File: config.mk
export PLATFORM = sky130hd
export DESIGN_NAME = tdr_interval_counter
export DESIGN_NICKNAME = d
export VERILOG_FILES = /design/src/rtl/tdr_interval_counter.sv
export SDC_FILE = /design/constraint.sdc
export NUM_CORES = 1
export LEC_CHECK = 0
export ABC_AREA = 0
export BUFFER_PORTS_ARGS = -buffer_cell sky130_fd_sc_hd__buf_2
export CORE_UTILIZATION = 53
export CTS_CLUSTER_SIZE = 8
export DETAILED_ROUTE_END_ITERATION = 16
export PLACE_DENSITY = 0.89
export SYNTH_ARGS = -nofsm -noshare
export SYNTH_HDL_FRONTEND = slang
export SYNTH_SLANG_ARGS = --single-unit
File: constraint.sdc
create_clock -name clk -period 4.6 [get_ports clk]
set_input_delay 0.92 -clock clk [delete_from_list [all_inputs] [get_ports clk]]
set_output_delay 0.92 -clock clk [all_outputs]
set_load 0.01 [all_outputs]
File: src/rtl/tdr_interval_counter.sv
module tdr_interval_counter #(
  parameter int CNT_W  = 10,
  parameter int DATA_W = 16
) (
  input  logic              clk,
  input  logic              hrst_n,
  input  logic              srst,
  input  logic              tx_start,
  input  logic              carrier,
  input  logic              tick,
  input  logic              stop_mode,
  input  logic              rd_en,
  input  logic              wr_en,
  output logic [DATA_W-1:0] rd_data,
  output logic              rd_valid
);

  localparam int PAD_W = DATA_W - CNT_W;
  localparam logic [CNT_W-1:0] CNT_MAX = '1;

  logic [CNT_W-1:0] cnt;
  logic             armed;

  wire rd_take = rd_en & ~wr_en & stop_mode;
  wire at_max  = (cnt == CNT_MAX);
  wire bump    = armed & carrier & tick & ~at_max;

  always_ff @(posedge clk or negedge hrst_n) begin
    if (!hrst_n) begin
      cnt   <= '0;
      armed <= 1'b0;
    end else if (srst) begin
      cnt   <= '0;
      armed <= 1'b0;
    end else if (tx_start) begin
      cnt   <= '0;
      armed <= 1'b1;
    end else if (armed && !carrier) begin
      armed <= 1'b0;
    end else if (bump) begin
      cnt <= cnt + 1'b1;
    end
  end

  always_ff @(posedge clk or negedge hrst_n) begin
    if (!hrst_n) begin
      rd_valid <= 1'b0;
      rd_data  <= '0;
    end else if (srst) begin
      rd_valid <= 1'b0;
      rd_data  <= '0;
    end else begin
      rd_valid <= rd_take;
      rd_data  <= rd_take ? {{PAD_W{1'b0}}, cnt} : '0;
    end
  end

endmodule

==> flow_metrics.env <==
export IMPL_status="finished, final reports clean"
export IMPL_io_pins=26
export IMPL_diodes=0
export IMPL_critPathMaxStageDelay_ps=950
export IMPL_fillers=140
export IMPL_power_density_nw_per_um2=264
export IMPL_cts_inserted_buffers=3
export IMPL_register_area_um2=551
export IMPL_skew_ps=6.04
export IMPL_layout_common_cells="dfrtp_1 (22), buf_2 (19), and2_1 (10)"
export IMPL_cts_setup_buffers=0
export IMPL_grt_max_degree=23
export IMPL_finalWirelength_um=1790
export IMPL_worstSetupEndpoint="rd_data[7]$_DFF_PN0_"
export IMPL_cp_num_cells=3
export IMPL_arrival_ps=2240
export IMPL_r2r_start="cnt[0]$_DFFE_PN0P_"
export IMPL_synth_seq_cells=22
export IMPL_met2_wirelength_um=901
export IMPL_wl_met1_um=729
export IMPL_io_buffers=19
export IMPL_postCtsHoldBufs=0
export IMPL_design_die_area_um2=2070
export IMPL_synth_distinct_cells=30
export IMPL_start_kind="input port"
export IMPL_reg2regPathDepth=5
export IMPL_nets=125
export IMPL_yosysWarnings=0
export IMPL_dpl_instance_area_um2=1090
export IMPL_multiInputGateArea_um2=413
export IMPL_synthCells=94
export IMPL_chipWidth_um=45.5
export IMPL_antenna_found_initial=0
export IMPL_cts_resized_gates=0
export IMPL_p_leak_nw=0.539
export IMPL_synth_enable_flop_cells=0
export IMPL_place_congestion=0.893
export IMPL_critPathTopFamily="simple AND/OR/NAND/NOR gates"
export IMPL_start_util=0.573
export IMPL_dr_pass1_iters=4
export IMPL_seq_area_frac_synth=0.550
export IMPL_netlist_area_um2=1000
export IMPL_drt_iter0_markers=19
export IMPL_setup_viol=0
export IMPL_fp_coreArea_um2=1750
export IMPL_viasPerCell=5.54
export IMPL_critical_path_slowest_cell="nor4bb_1"
export IMPL_fin_crit_ps=2000
export IMPL_postRouteAntennaNets=0
export IMPL_max_slew_margin=0.243
export IMPL_cts_max_level=1
export IMPL_synthArstFlopShare=1.00
export IMPL_fin_setup_tns_ps=0
export IMPL_setup_ws_ps=2600
export IMPL_grt_pass1_vias=702
export IMPL_hold_viol=0
export IMPL_final_common_cell="dfrtp_1"
export IMPL_vias=765
export IMPL_r2r_slack_ps=2900
export IMPL_cts_num_sinks=22
export IMPL_cts_tree="yes"
export IMPL_drive_gt1_frac=0.248
export IMPL_ir_drop_v=0.000158
export IMPL_drcViolationCount=0
export IMPL_rows=15
export IMPL_grt_pass1_wl_um=2850
export IMPL_hp_class="in2async"
export IMPL_cts_max_path_buffers=2
export IMPL_cts_root_buf="clkbuf_4"
export IMPL_syn_avg_cell_area_um2=10.6
export IMPL_setup_worst_path_start="srst"
export IMPL_cts_clk_slew_worst_paths_ps=110
export IMPL_tightest_slew_ps=1120
export IMPL_rsz0062_at_grt="no"
export IMPL_dp_hpwl_um=1310
export IMPL_crit_chain="buf_2, nor4bb_1, and2_1"
export IMPL_routed_wl_met3_um=106
export IMPL_critPathRequiredTime_ps=4840
export IMPL_grt_usage=0.197
export IMPL_rr_endpoint="cnt[5]$_DFFE_PN0P_"
export IMPL_clkLatencyLatePin_ps=300
export IMPL_gr_total_overflow=0
export IMPL_slew_viol_final=0
export IMPL_syn2layout_area_growth_pct=11.5
export IMPL_die_height_um=45.5
export IMPL_cp_max_fo=11
export IMPL_top_layer="met4"
export IMPL_critical_path_buf_inv_count=1
export IMPL_fin_crit_sh=0.434
export IMPL_endpoint_kind="register"
export IMPL_synth_flop_cell="dfrtp_1"
export IMPL_finalInstanceArea_um2=1120
export IMPL_routedWlPerCell_um=13.0
export IMPL_drv_cap=0
export IMPL_worstSetupPathType="in2reg"
export IMPL_place_ws_ps=2270
export IMPL_fmax_ghz=0.501
-- how the worst min path moves through the flow --
stage,endpoint,slack (ps),depth (start not counted)
after floorplan,rd_data[7]$_DFF_PN0_,490,1
after global placement,rd_data[7]$_DFF_PN0_,520,1
after detailed placement,armed$_DFFE_PN0P_,540,2
after CTS,rd_data[3]$_DFF_PN0_,570,1
after global routing,rd_data[3]$_DFF_PN0_,590,1
final,rd_data[8]$_DFF_PN0_,550,1
-- cell type report --
type | count | share of cell area
sequential | 22 | 0.493
tap | 25 | 0.0280
timing repair buffer | 19 | 0.0852
clock buffer | 3 | 0.0202
multi-input combinational | 68 | 0.370
inverter | 1 | 0.00336
-- through the flow --
| stage | total power [mW] | cells | hold WS (ps) | util |
|---|---|---|---|---|
| after floorplan | 0.210 | 99 | 491 | - |
| after global placement | 0.214 | 135 | 523 | 0.627 |
| after detailed placement | 0.215 | 135 | 541 | 0.627 |
| after CTS | 0.296 | 138 | 566 | 0.639 |
| after global routing | 0.303 | 138 | 591 | 0.639 |
| final | 0.295 | 138 | 550 | 0.639 |
-- cells by family after synthesis --
kind of cell,count (synthesis),synth area share
adder cells (fa/ha/maj),1,0.0125
other,1,0.00375
buffers and inverters,9,0.0562
multiplexers,3,0.0300
AO/OA/AOI/OAI,14,0.0875
AND/OR/NAND/NOR,43,0.251
flip-flops,22,0.550
XOR/XNOR,1,0.00875
-- worst register-to-register path, delay by kind of cell (launching register included) --
| family | cells | cell delay [ps] |
|---|---|---|
| AO/OA/AOI/OAI | 1 | 180 |
| adder cells (fa/ha/maj) | 1 | 270 |
| flip-flops | 1 | 440 |
| AND/OR/NAND/NOR | 3 | 750 |
-- state kept, by name, indices dropped and copies added, names as in the netlist --
name	cells
rd_data	10
rd_valid	1
armed	1
cnt	10
-- where the power goes --
part	switching [mW]	internal [mW]
logic	0.0110	0.00488
registers	0.000614	0.194
clock network	0.0533	0.0306
-- layer usage --
metal | track usage | up-vias
li1 | - | 357
met1 | 0.229 | 366
met2 | 0.331 | 34
met3 | 0.0357 | 8
met4 | 0.127 | 0
met5 | 0 | -
-- Yosys cell counts (2+ instances only) --
master,instances,share of area
a21oi_1,6,0.030
buf_4,6,0.045
o31ai_1,2,0.015
nand2_1,4,0.015
nor3_1,3,0.015
a31oi_1,2,0.012
dfrtp_1,22,0.55
nand3_1,3,0.015
and2_1,10,0.063
nand3_2,2,0.020
nor2_1,9,0.034
clkbuf_1,2,0.0075
nor4_1,2,0.012
mux2i_1,3,0.030
or4_1,2,0.015
o21ai_0,2,0.010
Note: power is estimated with default switching activity, not from simulation.
